===== src/rtl/rem_pkg.sv =====
package rem_pkg;
  localparam int OPC_W = 10;

  localparam logic [OPC_W-1:0] OPC_UDW = 10'd265;
  localparam logic [OPC_W-1:0] OPC_UWD = 10'd267;
  localparam logic [OPC_W-1:0] OPC_SDW = 10'd777;
  localparam logic [OPC_W-1:0] OPC_SWD = 10'd779;

  typedef enum logic [2:0] {
    K_UDW,
    K_UWD,
    K_SDW,
    K_SWD,
    K_BAD
  } rem_kind_e;

  typedef enum logic [2:0] {
    ST_IDLE,
    ST_SETUP,
    ST_ITER,
    ST_FIX,
    ST_DONE
  } rem_state_e;
endpackage


===== src/rtl/rem_decode.sv =====
module rem_decode
  import rem_pkg::*;
#(
  parameter int XLEN = 64,
  parameter int WLEN = 32
) (
  input  logic [OPC_W-1:0] opc,
  input  logic [XLEN-1:0]  a,
  input  logic [XLEN-1:0]  b,
  output logic             neg_a,
  output logic             special,
  output logic [XLEN-1:0]  mag_a,
  output logic [XLEN-1:0]  mag_b
);
  localparam int PAD = XLEN - WLEN;

  rem_kind_e kind;
  logic is_word, is_signed;
  logic [XLEN-1:0] a_e, b_e, min_e;
  logic neg_b;

  always_comb begin
    case (opc)
      OPC_UDW: kind = K_UDW;
      OPC_UWD: kind = K_UWD;
      OPC_SDW: kind = K_SDW;
      OPC_SWD: kind = K_SWD;
      default: kind = K_BAD;
    endcase
  end

  assign is_word   = (kind == K_UWD) || (kind == K_SWD);
  assign is_signed = (kind == K_SDW) || (kind == K_SWD);

  always_comb begin
    if (is_word) begin
      a_e   = {{PAD{is_signed & a[WLEN-1]}}, a[WLEN-1:0]};
      b_e   = {{PAD{is_signed & b[WLEN-1]}}, b[WLEN-1:0]};
      min_e = {{(PAD+1){1'b1}}, {(WLEN-1){1'b0}}};
    end else begin
      a_e   = a;
      b_e   = b;
      min_e = {1'b1, {(XLEN-1){1'b0}}};
    end
  end

  assign neg_a = is_signed & a_e[XLEN-1];
  assign neg_b = is_signed & b_e[XLEN-1];
  assign mag_a = neg_a ? (~a_e + 1'b1) : a_e;
  assign mag_b = neg_b ? (~b_e + 1'b1) : b_e;

  assign special = (kind == K_BAD) || (b_e == '0) ||
                   (is_signed && (a_e == min_e) && (b_e == {XLEN{1'b1}}));
endmodule


===== src/rtl/rem_core.sv =====
module rem_core #(
  parameter int XLEN = 64
) (
  input  logic            clk,
  input  logic            rst_n,
  input  logic            load,
  input  logic            step,
  input  logic [XLEN-1:0] mag_a,
  input  logic [XLEN-1:0] mag_b,
  output logic [XLEN-1:0] rem
);
  logic [XLEN-1:0] div_q, shf_q, acc_q;
  logic [XLEN:0]   trial;
  logic [XLEN+1:0] diff;
  logic            borrow;

  assign trial  = {acc_q, shf_q[XLEN-1]};
  assign diff   = {1'b0, trial} - {2'b00, div_q};
  assign borrow = diff[XLEN+1];

  always_ff @(posedge clk or negedge rst_n) begin
    if (!rst_n) begin
      div_q <= '0;
      shf_q <= '0;
      acc_q <= '0;
    end else if (load) begin
      div_q <= mag_b;
      shf_q <= mag_a;
      acc_q <= '0;
    end else if (step) begin
      shf_q <= {shf_q[XLEN-2:0], 1'b0};
      acc_q <= borrow ? trial[XLEN-1:0] : diff[XLEN-1:0];
    end
  end

  assign rem = acc_q;


  rem_bound_chk: assert property (@(posedge clk) disable iff (!rst_n)
    step |-> (acc_q < div_q));
endmodule


===== src/rtl/rem_fix.sv =====
module rem_fix #(
  parameter int XLEN = 64
) (
  input  logic            neg,
  input  logic [XLEN-1:0] mag,
  output logic [XLEN-1:0] res
);
  assign res = neg ? (~mag + 1'b1) : mag;
endmodule


===== src/rtl/rem_unit.sv =====
module rem_unit
  import rem_pkg::*;
#(
  parameter int XLEN = 64,
  parameter int WLEN = 32
) (
  input  logic             clk,
  input  logic             rst_n,
  input  logic             in_valid,
  output logic             in_ready,
  input  logic [OPC_W-1:0] in_opc,
  input  logic [XLEN-1:0]  in_a,
  input  logic [XLEN-1:0]  in_b,
  output logic             out_valid,
  input  logic             out_ready,
  output logic [XLEN-1:0]  out_data
);
  localparam int CNT_W = $clog2(XLEN + 1);
  localparam logic [CNT_W-1:0] ITERS = CNT_W'(XLEN);

  rem_state_e       state_q;
  logic [OPC_W-1:0] opc_q;
  logic [XLEN-1:0]  a_q, b_q, res_q;
  logic [CNT_W-1:0] cnt_q;
  logic             neg_q;

  logic            dec_neg, dec_special;
  logic [XLEN-1:0] dec_mag_a, dec_mag_b, core_rem, fix_res;
  logic            core_load, core_step;

  rem_decode #(.XLEN(XLEN), .WLEN(WLEN)) u_decode (
    .opc     (opc_q),
    .a       (a_q),
    .b       (b_q),
    .neg_a   (dec_neg),
    .special (dec_special),
    .mag_a   (dec_mag_a),
    .mag_b   (dec_mag_b)
  );

  assign core_load = (state_q == ST_SETUP);
  assign core_step = (state_q == ST_ITER);

  rem_core #(.XLEN(XLEN)) u_core (
    .clk   (clk),
    .rst_n (rst_n),
    .load  (core_load),
    .step  (core_step),
    .mag_a (dec_mag_a),
    .mag_b (dec_mag_b),
    .rem   (core_rem)
  );

  rem_fix #(.XLEN(XLEN)) u_fix (
    .neg (neg_q),
    .mag (core_rem),
    .res (fix_res)
  );

  always_ff @(posedge clk or negedge rst_n) begin
    if (!rst_n) begin
      state_q <= ST_IDLE;
      opc_q   <= '0;
      a_q     <= '0;
      b_q     <= '0;
      res_q   <= '0;
      cnt_q   <= '0;
      neg_q   <= 1'b0;
    end else begin
      case (state_q)
        ST_IDLE: if (in_valid) begin
          opc_q   <= in_opc;
          a_q     <= in_a;
          b_q     <= in_b;
          state_q <= ST_SETUP;
        end
        ST_SETUP: begin
          neg_q <= dec_neg;
          if (dec_special) begin
            res_q   <= '0;
            state_q <= ST_DONE;
          end else begin
            cnt_q   <= ITERS;
            state_q <= ST_ITER;
          end
        end
        ST_ITER: begin
          cnt_q <= cnt_q - 1'b1;
          if (cnt_q == CNT_W'(1)) state_q <= ST_FIX;
        end
        ST_FIX: begin
          res_q   <= fix_res;
          state_q <= ST_DONE;
        end
        ST_DONE: if (out_ready) state_q <= ST_IDLE;
        default: state_q <= ST_IDLE;
      endcase
    end
  end

  assign in_ready  = (state_q == ST_IDLE);
  assign out_valid = (state_q == ST_DONE);
  assign out_data  = res_q;


  accept_busy_chk: assert property (@(posedge clk) disable iff (!rst_n)
    (in_valid && in_ready) |=> !in_ready);


  busy_until_take_chk: assert property (@(posedge clk) disable iff (!rst_n)
    (out_valid && !out_ready) |=> !in_ready);


  out_hold_chk: assert property (@(posedge clk) disable iff (!rst_n)
    (out_valid && !out_ready) |=> (out_valid && $stable(out_data)));


  short_path_chk: assert property (@(posedge clk) disable iff (!rst_n)
    (state_q == ST_SETUP && dec_special) |=> (out_valid && out_data == '0));


  iter_count_chk: assert property (@(posedge clk) disable iff (!rst_n)
    (state_q == ST_ITER) |-> (cnt_q != '0 && cnt_q <= ITERS));
endmodule


===== config.mk =====
export PLATFORM = sky130hd
export DESIGN_NAME = rem_unit
export DESIGN_NICKNAME = d
export VERILOG_FILES = /design/src/rtl/rem_pkg.sv /design/src/rtl/rem_decode.sv /design/src/rtl/rem_core.sv /design/src/rtl/rem_fix.sv /design/src/rtl/rem_unit.sv
export SDC_FILE = /design/constraint.sdc
export NUM_CORES = 1
export LEC_CHECK = 0
export ABC_CLOCK_PERIOD_IN_PS = 8300
export CORE_ASPECT_RATIO = 0.9
export CORE_MARGIN = 4
export CORE_UTILIZATION = 55
export CTS_CLUSTER_SIZE = 20
export DETAILED_ROUTE_END_ITERATION = 16
export PLACE_DENSITY_LB_ADDON = 0.08
export RECOVER_POWER = 25
export SYNTH_ARGS = -nofsm -noshare
export SYNTH_HDL_FRONTEND = slang
export SYNTH_SLANG_ARGS = --single-unit

===== constraint.sdc =====
create_clock -name clk -period 8.3 [get_ports clk]
set_clock_uncertainty 0.05 [all_clocks]
set_input_delay 1.66 -clock clk [delete_from_list [all_inputs] [get_ports clk]]
set_output_delay 1.66 -clock clk [all_outputs]
set_load 0.02 [all_outputs]

Word-level counts from Yosys, hierarchy flattened --
Cells that the tools add are included. W data, S select, Z words.
Operators by class: add/sub/neg operators 5, equality and inequality tests 20, multiplexer cells 21, bitwise operators 7, reduce and logical (&&, ||, !) cells 14
Operator list (count):
- $mux W64 | 11
- $add A64 B1 Y64 const B | 3
- $not A64 Y64 | 3
- $pmux W64 S2 | 1
- $sub A65 B64 Y66 | 1
- $eq A64 B64 Y1 | 1
- $eq A64 B64 Y1 const B | 1
- $logic_not A64 Y1 | 1
- $mux W63 | 1
- $eq A10 B10 Y1 const B | 2
- $eq A10 B9 Y1 const B | 2
- $pmux W3 S5 | 1
- $pmux W7 S2 | 1
- $eq A3 B2 Y1 const B | 4
- $mux W3 | 4
- $pmux W3 S4 | 1
- $eq A7 B1 Y1 const B | 1
- $mux W7 | 1
- $sub A7 B1 Y7 const B | 1
- $eq A3 B1 Y1 const B | 2
- $eq A3 B3 Y1 const B | 2
- $ne A2 B2 Y1 const B | 3
- $reduce_and A2 Y1 | 3
- $and A1 B1 Y1 | 4
- 6 further kinds | 12
Word-level totals: register bits after elaboration 405, input bits 142, output and inout bits 66, logic and storage cells 77

Longest topological paths before layout --
Gate-level depths: netlist (run 1).
depth in word-level cells 12, depth in mapped cells 16, gate-level depth less buffers 14

Modules after synthesis --
A second synthesis (run 1) with hierarchy kept.
Second synthesis, totals: cell total of the unflattened synthesis 2828, area total of the unflattened synthesis 26648.1 µm²
By module, submodules not included:
- rem_core | times used 1, cells each 1505, area an instance 12515.8 µm², sequential area each 4804.6 µm²
- rem_unit | times used 1, cells each 489, area an instance 8464.4 µm², sequential area each 5330.1 µm²
- rem_decode | times used 1, cells each 628, area an instance 4018.9 µm², sequential area each 0.0 µm²
- rem_fix | times used 1, cells each 206, area an instance 1649.1 µm², sequential area each 0.0 µm²

Worst setup path before layout (run 1) --
No wires, ideal clock.
path kind register to register, from register u_core.shf_q[63], to register u_core.acc_q[60] (netlist: u_core.rem[60]), setup time 0.069 ns, arrival 3.454 ns, data required time 8.181 ns, path slack 4.727 ns, cell stages (with the launch flop) 15, path buffers 0, period minus slack after synthesis 3.573 ns, path through dfrtp_1 inv_1 ha_1 fa_1 nor2b_1 o2111ai_1 a2111oi_0 o31ai_1 a41oi_1 a21oi_1 o211a_1 or3_1 a2111oi_0 a31oi_1 nand3_1
Between the ends: longest elaborated chain between the ends 4
Ends and longest elaborated chain:
- start: declaration | RTL line rem_core.sv:12 | logic [XLEN-1:0] div_q, shf_q, acc_q;
- start signal: assignment | RTL line rem_core.sv:28 | shf_q <= mag_a;
- start signal: assignment | RTL line rem_core.sv:31 | shf_q <= {shf_q[XLEN-2:0], 1'b0};
- $sub A65 B64 Y66 | RTL line rem_core.sv:18 | assign diff = {1'b0, trial} - {2'b00, div_q};
- $mux W64 | RTL line rem_core.sv:32 | acc_q <= borrow ? trial[XLEN-1:0] : diff[XLEN-1:0];
- $mux W64 | RTL line rem_core.sv:30 | end else if (step) begin
- $mux W64 | RTL line rem_core.sv:26 | end else if (load) begin
- end signal: assignment | RTL line rem_core.sv:32
- end: declaration | RTL line rem_core.sv:12
Every way passes these cells. The select of a mux whose other input is x is not followed. A chain may end at the register's enable or synchronous reset.

Final worst setup path (run 1) --
from register state_q[1], to register u_core.div_q[43]
Between the ends: longest elaborated chain between the ends 1
Ends and longest elaborated chain:
- start: declaration | RTL line rem_unit.sv:21 | rem_state_e state_q;
- start signal: assignment | RTL line rem_unit.sv:62 | state_q <= ST_IDLE;
- start signal: assignment | RTL line rem_unit.sv:75 | state_q <= ST_SETUP;
- start signal: assignment | RTL line rem_unit.sv:81 | state_q <= ST_DONE;
- $eq A3 B1 Y1 | RTL line rem_unit.sv:41 | assign core_load = (state_q == ST_SETUP);
- end signal: assignment | RTL line rem_core.sv:27 | div_q <= mag_b;
- end: declaration | RTL line rem_core.sv:12
Every way passes these cells.

==> results of run 1 <==
==> power by group through the flow <==
stage	registers, µW	logic (µW)	clock network, µW
after floorplan	3110	2200	0
after global placement	3300	2820	0
after detailed placement	3340	2890	0
after CTS	3320	2910	2160
after global routing	3440	3260	2240
final	3340	2930	2120
==> per-stage QoR <==
| stage | total power, µW | instance area [µm²] | hold WS [ps] | util |
|---|---|---|---|---|
| after floorplan | 5310 | 24600 | 400 | - |
| final | 8390 | 28600 | 423 | 0.647 |
| after global routing | 8940 | 28600 | 446 | 0.647 |
| after detailed placement | 6230 | 27000 | 419 | 0.612 |
| after CTS | 8390 | 28600 | 431 | 0.648 |
| after global placement | 6120 | 27000 | 410 | 0.612 |
==> flip-flops by register name (all words and copies together) (netlist names), 7 cells and up <==
name          count
u_core.rem       64
u_core.div_q     64
cnt_q             7
b_q              64
out_data         64
a_q              64
opc_q            10
u_core.shf_q     64
==> layer usage <==
layer / global-route usage / vias to the layer above
li1: - / 10229
met1: 0.463 / 10279
met2: 0.376 / 793
met3: 0.0521 / 78
met4: 0.0562 / 0
met5: 0 / -
==> worst max-delay path by stage <==
stage | slack [ps] | from | cells after the start | end
after floorplan | 4730 | u_core.shf_q[63] | 14 | u_core.rem[60]
after global placement | 4070 | u_core.rem[10] | 14 | u_core.rem[63]
after detailed placement | 3950 | u_core.rem[10] | 14 | u_core.rem[26]
after CTS | 3910 | u_core.rem[10] | 14 | u_core.rem[26]
after global routing | 2390 | state_q[1] | 3 | u_core.div_q[6]
final | 3080 | state_q[1] | 3 | u_core.div_q[43]
==> worst max-delay path, cell delays in order (launching register included) <==
cell and delay, ps:
dfrtp_1 530, or3b_1 1700, clkbuf_1 2220, o21ai_0 390
==> final cells by class <==
class / instances / share of cell area
Multi-Input combinational cell: 2149 / 0.472
Sequential cell: 405 / 0.354
Clock buffer: 59 / 0.0451
Clock inverter: 20 / 0.0103
Inverter: 101 / 0.0133
Tap cell: 600 / 0.0262
Timing Repair Buffer: 229 / 0.0790
==> cell usage in the layout (no fill, tap or decap), types with 9 or more instances in the layout <==
cell type        instances
o31ai_1                 36
nor4_1                  23
a32oi_1                 10
a21oi_1                210
or4_1                   16
nand2_1                418
clkinv_2                 9
mux2_2                 122
a31oi_1                 87
mux2i_1                 20
nor3_1                  58
buf_4                   18
a21o_1                  51
o21bai_1                16
o21a_1                  18
or3_1                   37
nor2b_1                 14
o22ai_1                 12
nand3_1                 20
dfrtp_1                404
ha_1                    70
nand4_1                 41
a211oi_1                 9
clkbuf_8                 9
or2_2                   12
xnor2_1                 91
nor2_1                 181
clkdlybuf4s50_1        205
inv_1                  101
nand2b_1                10
and3_1                  19
xor2_1                 144
o21ai_0                274
o41ai_1                 15
a22o_1                  12
clkbuf_16               46
==> kinds of logic (layout without fill, tap and decap cells) <==
group,count (synthesis),after routing,synth area share
adder cells (fa/ha/maj),71,71,0.0364
AND/OR/NAND/NOR,894,894,0.166
XOR/XNOR,235,235,0.0836
multiplexers,142,142,0.0640
AO/OA/AOI/OAI,807,807,0.197
buffers and inverters,269,409,0.0414
flip-flops,405,405,0.412
==> run summary, run 1 <==
Die ar. - 0.0482 mm²
Gate Count Post-Synth - 2,823
Post-Syn Area - 0.0246 mm²
Worst Path Max Fanout - 90
leakage - 0.0124 µW
WL per Instance - 19.3 µm
synthesis warning total - 0
drt first pass iters - 6
Total GRT Usage - 0.279
Detailed Route WL - 68,700 µm
Final Hold Violating Endpoints - 0
Worst-Skew Late Latency - 570 ps
sw frac - 0.379
Worst-path clk slew - 60 ps
Setup Viol. Count Final - 0
# nets final - 3,143
vias in the first global route - 19,798
chip width - 231 µm
core area - 0.0442 mm²
setup ws final - 3080 ps
max-cap violations - 3
number of DRC markers in iteration 0 - 1,818
detailed placement HPWL - 50,300 µm
Final min period - 5220 ps
DR WL met2 - 27,600 µm
CTS tree - built
FF+latch count, synth - 405
Synth top cells by count - nand2_1, dfrtp_1, o21ai_0
Post-synth EDFFs - 0
Worst setup SP type - register
Vias/cell - 6.00
die height - 209 µm
Max transition margin - -1.22
most numerous cell in the Yosys netlist - nand2_1
Slew Viols, Final - 298
Worst EP arrival - 5470 ps
VDD IR max - 0.231 mV
GP Congestion - 0.956
worst flop-to-flop path startpoint - state_q[1]
cts repair resizes - 0
period utilization - 0.629
r2r setup slk - 3080 ps
port bufs - 207
worst hold endpoint - out_data[26]
Post-Place Cells - 3,484
Logic pwr share - 0.349
failing checks - max-capacitance violations, max-slew violations
met3 WL post-DR - 5680 µm
average cell area after synthesis - 8.72 µm²
first-pass GRT wire length - 110,000 µm
Ports - 208
sequential cell area - 0.0101 mm²
Post-Route M1 WL - 34,300 µm
predominant post-synthesis flop cell - dfrtp_1
postcts setup bufs - 0
largest net degree at the start of global routing - 167
starting density of the core - 0.557
status - finished with violations
fin cells - 3,563
synth top area cells - dfrtp_1, nand2_1, mux2_2, o21ai_0, xor2_1
post-synth cell types - 76
antenna violations before repair - 0
ANT cells - 0
vias - 21,379
P_sw - 3180 µW
pwr/cell area - 293 mW/mm²
Hold Buf Count CTS - 0
area leader, netlist - dfrtp_1
share of the synthesized area in the top cell type - 0.412
Syn Nets - 3,036
min-delay worst type - register to register
Clock power frac - 0.253
Max clock buf depth - 3
Hold Crit Start - out_data[26]
Seq/Total Area, Yosys - 0.412
Worst Tran Pin Value - 3330 ps
Pint - 5210 µW
H-Tree Depth - 2
Worst EP required - 8550 ps
FF-to-FF path depth - 3
# rows - 73
CP Class - register to register
top routing layer used - met4
Setup crit end kind - register
Fillers - 3,775
fraction of layout cells with a size suffix above 1 - 0.0867
# DRC - 0
final antenna-violating net count - 0
sequential share of power - 0.398
CTS Buf Count - 44
hold path cells - 2
RR Endpoint - u_core.div_q[43]
RSZ-0062 raised after global routing - no
total negative slack - 0 ps
Area Overhead vs Synth - 16.3%
top achievable clock speed - 192 MHz
total grt overflow - 0
TritonCTS Sinks - 405
ys async rst share - 1.00
clock root buffer - clkbuf_16
Multi-input gate area - 0.0135 mm²
pre-CTS WS - 3950 ps
Power figures use the tool's default switching activity.
==> run 2, diff against run 1 <==
- ABC_CLOCK_PERIOD_IN_PS: 8300 -> 4800
- CORE_UTILIZATION: 55 -> 54
- clock period: 8.3 -> 4.8 ns (I/O delays scaled with it)
==> run 2 against run 1 <==
  * The run still ends with max-capacitance violations, max-slew violations left
  * Register-to-register slack worse by 2600 ps
  * Design area up 1.0%
  * Sequential share of layout area shrank 0.35 points
  * Worst setup slack got worse by 2600 ps
  * Clock power rose by 74%
  * Sequential power is 73% higher
  * Routed wire length is 0.36% higher
  * Non-clock buffer count grew 32
  * First-iteration DRC count increased by 17%
  * Flip-flop and latch count unchanged
  * Utilization up 0.12 points
  * Power grew 74%
  * Critical path type unchanged
  * Critical endpoint is now u_core.rem[60]
==> run summary, run 2 (synthesized netlist as in run 1, its figures left out) <==
post-layout instance area - 0.0289 mm² (+1.0%)
Detailed Route WL - 69,000 µm (+0.36%)
total grt overflow - 0 (unchanged)
Worst Path Max Fanout - 4 (-96%)
most common cell after layout, fill and taps aside - nand2_1
starting density of the core - 0.552 (-0.00456)
first-pass GRT wire length - 111,000 µm (+0.77%)
postcts setup bufs - 0 (unchanged)
CTS Buf Count - 45 (+2.3%)
largest net degree at the start of global routing - 93 (-44%)
max-cap violations - 4 (+1)
r2r setup slk - 450 ps (-2630 ps)
antenna violations before repair - 0 (unchanged)
Max transition margin - -0.507 (+0.716)
GP Congestion - 0.973 (+1.8%)
final antenna-violating net count - 0 (unchanged)
Worst Path Buf+Inv - 1 (unchanged)
number of DRC markers in iteration 0 - 2,129 (+17%)
Slew Viols, Final - 292 (-2.0%)
leakage - 0.0126 µW (+1.4%)
vias - 21,564 (+0.87%)
chip width - 233 µm (+0.89%)
Total GRT Usage - 0.277 (-0.00256)
pwr/cell area - 504 mW/mm² (+72%)
Setup crit end kind - register
Multi-input gate area - 0.0135 mm² (about the same)
Worst setup SP type - register
WL per Instance - 19.2 µm (-0.59%)
placed cell area - 0.0274 mm² (+1.2%)
Worst-path clk slew - 60 ps (about the same)
CP delay by family, top - compound AO/OA/AOI/OAI gates
Setup Viol. Count Final - 0 (unchanged)
Final Hold Violating Endpoints - 0 (unchanged)
VDD IR max - 0.428 mV (+85%)
port bufs - 207 (unchanged)
detailed placement HPWL - 51,000 µm (+1.4%)
RSZ-0062 raised after global routing - no
Worst EP arrival - 4800 ps (-670 ps)
# nets final - 3,176 (+1.0%)
Fillers - 3,830 (+1.5%)
CP most frequent cell - a2111oi_0
Vias/cell - 5.99 (about the same)
slowest stage delay, CP - 500 ps (-1720 ps)
Worst Tran Pin Value - 2260 ps (-1070 ps)
fraction of layout cells with a size suffix above 1 - 0.0961 (+0.00936)
Die ar. - 0.0491 mm² (+1.8%)
total negative slack - 0 ps (unchanged)
most frequent cells in the layout - nand2_1, dfrtp_1, o21ai_0
CP Class - register to register
die height - 211 µm (+0.89%)
sequential cell area - 0.0101 mm² (unchanged)
status - finished with violations
clock root buffer - clkbuf_16
# DRC - 0 (unchanged)
ANT cells - 0 (unchanged)
Ports - 208 (unchanged)
cts repair resizes - 0 (unchanged)
CTS tree - built
failing checks - max-capacitance violations, max-slew violations
TritonCTS Sinks - 405 (unchanged)
H-Tree Depth - 2 (unchanged)
Area Overhead vs Synth - 17.4%
period utilization - 0.906 (+0.277)
vias in the first global route - 20,238 (+2.2%)
drt first pass iters - 6 (unchanged)
Worst-Skew Late Latency - 570 ps (about the same)
top achievable clock speed - 230 MHz (+20%)
CP Cell Sequence - inv_1, ha_1, fa_1, nor2b_1, o2111ai_1, a2111oi_0, o31ai_1, a41oi_1, a21oi_1, o211a_1, or3_1, a2111oi_0, a31oi_1, nand3_1
Hold Buf Count CTS - 0 (unchanged)
Max clock buf depth - 3 (unchanged)
core area - 0.0446 mm² (+0.83%)
# rows - 73 (unchanged)
Worst EP required - 5250 ps (-3300 ps)
Final min period - 4350 ps (-870 ps)
slowest cell on the critical path - a2111oi_0
min-delay worst type - register to register
-- run 2: path summary, 6_finish.rpt --
check	startpoint	to	cells past startpoint
min	out_data[44]	out_data[44]	2
max reg2reg	u_core.shf_q[63]	u_core.rem[60]	14
max in group asynchronous	rst_n	a_q[27]	2
min reg2reg	out_data[44]	out_data[44]	2
max	u_core.shf_q[63]	u_core.rem[60]	14
min in group asynchronous	rst_n	out_data[19]	1
-- run 2: layout make-up --
cell class                      count  share of cell area
Clock buffer                       60              0.0441
Clock inverter                     21              0.0107
Inverter                          101              0.0131
Multi-Input combinational cell   2149               0.467
Sequential cell                   405               0.351
Tap cell                          600              0.0260
Timing Repair Buffer              261              0.0882
-- run 2: worst register-to-register path: stages, from the launching register on --
cell and delay (ps):
dfrtp_1 380, inv_1 60, ha_1 230, fa_1 400, nor2b_1 220, o2111ai_1 220, a2111oi_0 500, o31ai_1 170
a41oi_1 470, a21oi_1 260, o211a_1 320, or3_1 400, a2111oi_0 450, a31oi_1 80, nand3_1 100
-- run 2: per-stage QoR --
stage          std cells  total power (µW)  worst slack (ps)  utilization  hold WS [ps]
3_3_place_gp        3516             10700               697        0.614           411
6_report            3597             14600               449        0.648           428
4_1_cts             3597             14600               534        0.650           380
5_1_grt             3597             15500               132        0.648           452
2_1_floorplan       2823              9180              1230            -           400
3_5_place_dp        3516             10800               588        0.614           420
-- run 2: power by group --
part           total, µW  internal [µW]  switching, µW
Clock               3690           2250           1440
Combinational       5090           2200           2890
Sequential          5780           4570           1210
Total              14600           9030           5540
-- run 2: metal layers --
metal / GRT usage / part of all wire / vias up / wire length [µm]
li1: - / - / 10282 / -
met1: 0.457 / 0.51 / 10410 / 34800
met2: 0.383 / 0.41 / 807 / 28000
met3: 0.0427 / 0.075 / 65 / 5160
met4: 0.0525 / 0.014 / 0 / 969
met5: 0 / 0 / - / 0
==> run 3, diff against run 2 <==
- ABC_CLOCK_PERIOD_IN_PS: 4800 -> 4400
- CORE_MARGIN: 4 -> 10
- CORE_UTILIZATION: 54 -> 55
- clock period: 4.8 -> 4.4 ns (I/O delays scaled with it)
==> run 3 against run 2 <==
  * The flow still finishes with violations (max-capacitance violations, max-slew violations)
  * Worst setup slack worse by 120 ps
  * Non-clock buffer count rose by 10
  * Final cell count about the same
  * Utilization increased by 0.51 points
  * Global-route usage is 1.5 points lower
  * Routed wire length rose by 3.7%
  * Register-to-register slack got worse by 120 ps
  * Sequential power grew 9.3%
  * Sequential share of layout area is essentially flat
  * Via count increased by 0.64%
  * Flip-flop and latch count unchanged
  * Power is 8.2% higher
  * Critical endpoint unchanged
  * Largest cell class unchanged
  * Largest power group unchanged
==> run summary, run 3 (synthesized netlist as in run 1, its figures left out) <==
Die ar. - 0.0536 mm² (+9.3%)
cts repair resizes - 0 (unchanged)
Final Hold Violating Endpoints - 0 (unchanged)
first-pass GRT wire length - 115,000 µm (+3.6%)
failing checks - max-capacitance violations, max-slew violations
starting density of the core - 0.557 (+0.00456)
clock root buffer - clkbuf_16
# nets final - 3,185 (+0.28%)
core area - 0.0442 mm² (-0.82%)
sw frac - 0.383 (+0.00220)
Worst EP required - 4860 ps (-390 ps)
Worst EP arrival - 4530 ps (-270 ps)
Fillers - 3,750 (-2.1%)
# rows - 73 (unchanged)
status - finished with violations
Worst setup SP type - register
pwr/cell area - 545 mW/mm² (+8.2%)
postcts setup bufs - 0 (unchanged)
number of DRC markers in iteration 0 - 1,951 (-8.4%)
Detailed Route WL - 71,500 µm (+3.7%)
antenna violations before repair - 0 (unchanged)
# DRC - 0 (unchanged)
Pint - 9730 µW (+7.8%)
chip width - 243 µm (+4.3%)
grt met2 use - 0.367 (-0.0157)
global routing usage on met3 - 0.0518 (+0.00913)
Setup Viol. Count Final - 0 (unchanged)
most common cell after layout, fill and taps aside - nand2_1
CTS Buf Count - 44 (-2.2%)
die height - 221 µm (+4.8%)
Worst Path Max Fanout - 6 (+2)
Setup crit end kind - register
busiest grt layer - met1
min-delay worst type - register to register
fraction of layout cells with a size suffix above 1 - 0.0980 (+0.00194)
CP Class - register to register
GP Congestion - 0.939 (-3.6%)
max-cap violations - 1 (-3)
RSZ-0062 raised after global routing - no
CTS tree - built
Final min period - 4070 ps (-277 ps)
period utilization - 0.926 (+0.0195)
total power - 15,800 µW (+8.2%)
Max transition margin - -0.846 (-0.339)
Max clock buf depth - 3 (unchanged)
vias in the first global route - 20,835 (+2.9%)
Total GRT Usage - 0.262 (-0.0147)
Logic pwr share - 0.354 (+0.005)
vias - 21,703 (+0.64%)
Slew Viols, Final - 102 (-65%)
Worst-Skew Late Latency - 580 ps (about the same)
port bufs - 207 (unchanged)
Worst-path clk slew - 60 ps (about the same)
leakage - 0.0126 µW (about the same)
Hold Buf Count CTS - 0 (unchanged)
VDD IR max - 0.421 mV (-1.7%)
Area Overhead vs Synth - 17.4% (about the same)
slowest stage delay, CP - 490 ps (about the same)
most frequent cells in the layout - nand2_1, dfrtp_1, o21ai_0
CP most frequent cell - a2111oi_1
total grt overflow - 0 (unchanged)
Ports - 208 (unchanged)
total negative slack - 0 ps (unchanged)
CP Cell Sequence - inv_1, fa_1, nor2b_1, o2111ai_1, a2111oi_1, o31ai_1, a41oi_2, a21oi_1, o211a_1, or3_1, a2111oi_1, a31oi_1, nand3_1
sequential share of power - 0.401 (+0.004)
largest net degree at the start of global routing - 111 (+19%)
WL per Instance - 19.9 µm (+3.6%)
ANT cells - 0 (unchanged)
Worst Tran Pin Value - 2770 ps (+508 ps)
detailed placement HPWL - 53,000 µm (+4.0%)
top achievable clock speed - 245 MHz (+6.8%)
Clock power frac - 0.245 (-0.009)
TritonCTS Sinks - 405 (unchanged)
slowest cell on the critical path - dfrtp_1
drt first pass iters - 5 (-1)
Vias/cell - 6.03 (+0.59%)
grt met1 use - 0.408 (-0.0488)
H-Tree Depth - 2 (unchanged)
final antenna-violating net count - 0 (unchanged)
P_sw - 6030 µW (+8.8%)
run 3: layout make-up:
class | count | area, µm² | area share
multi-input combinational | 2149 | 13500 | 0.468
tap | 600 | 751 | 0.0260
inverter | 101 | 379 | 0.0131
sequential | 405 | 10100 | 0.351
timing repair buffer | 271 | 2620 | 0.0906
clock inverter | 13 | 223 | 0.00771
clock buffer | 60 | 1260 | 0.0437
run 3: path summary, 6_finish.rpt:
check	startpoint	endpoint	slack, ps	cells after the start
min in group asynchronous	rst_n	out_data[14]	1130	1
max reg2reg	u_core.rem[0]	u_core.rem[60]	330	13
max in group asynchronous	rst_n	a_q[59]	720	2
max	u_core.rem[0]	u_core.rem[60]	330	13
min reg2reg	out_data[33]	out_data[33]	420	2
min	out_data[33]	out_data[33]	420	2
run 3: through the flow:
stage / worst slack (ps) / cells / hold slack [ps] / utilization / instance area [µm²]
global placement: 374 / 3526 / 411 / 0.620 / 27400
detailed placement: 271 / 3526 / 419 / 0.620 / 27400
floorplan: 827 / 2823 / 400 / - / 24600
CTS: 232 / 3599 / 339 / 0.654 / 28900
finish: 326 / 3599 / 424 / 0.653 / 28900
global route: 21.4 / 3599 / 444 / 0.653 / 28900
run 3: per-layer routing:
layer / vias to the layer above / share of wire
met5: - / 0
met4: 0 / 0.015
met3: 75 / 0.080
met2: 785 / 0.41
met1: 10560 / 0.50
li1: 10283 / -
run 3: power groups by stage:
stage / sequential (µW) / combinational (µW) / clock [µW]
floorplan: 5860 / 4150 / 0
global placement: 6270 / 5390 / 0
detailed placement: 6330 / 5500 / 0
CTS: 6280 / 5540 / 3920
global route: 6500 / 6220 / 4070
finish: 6320 / 5580 / 3860
run 3: critical path: cells and delay by family (launching register included):
| kind | cells | cell delay (ps) |
|---|---|---|
| AO/OA/AOI/OAI | 8 | 2070 |
| adder cells (fa/ha/maj) | 1 | 480 |
| buffers and inverters | 1 | 170 |
| flip-flops | 1 | 490 |
| AND/OR/NAND/NOR | 3 | 750 |
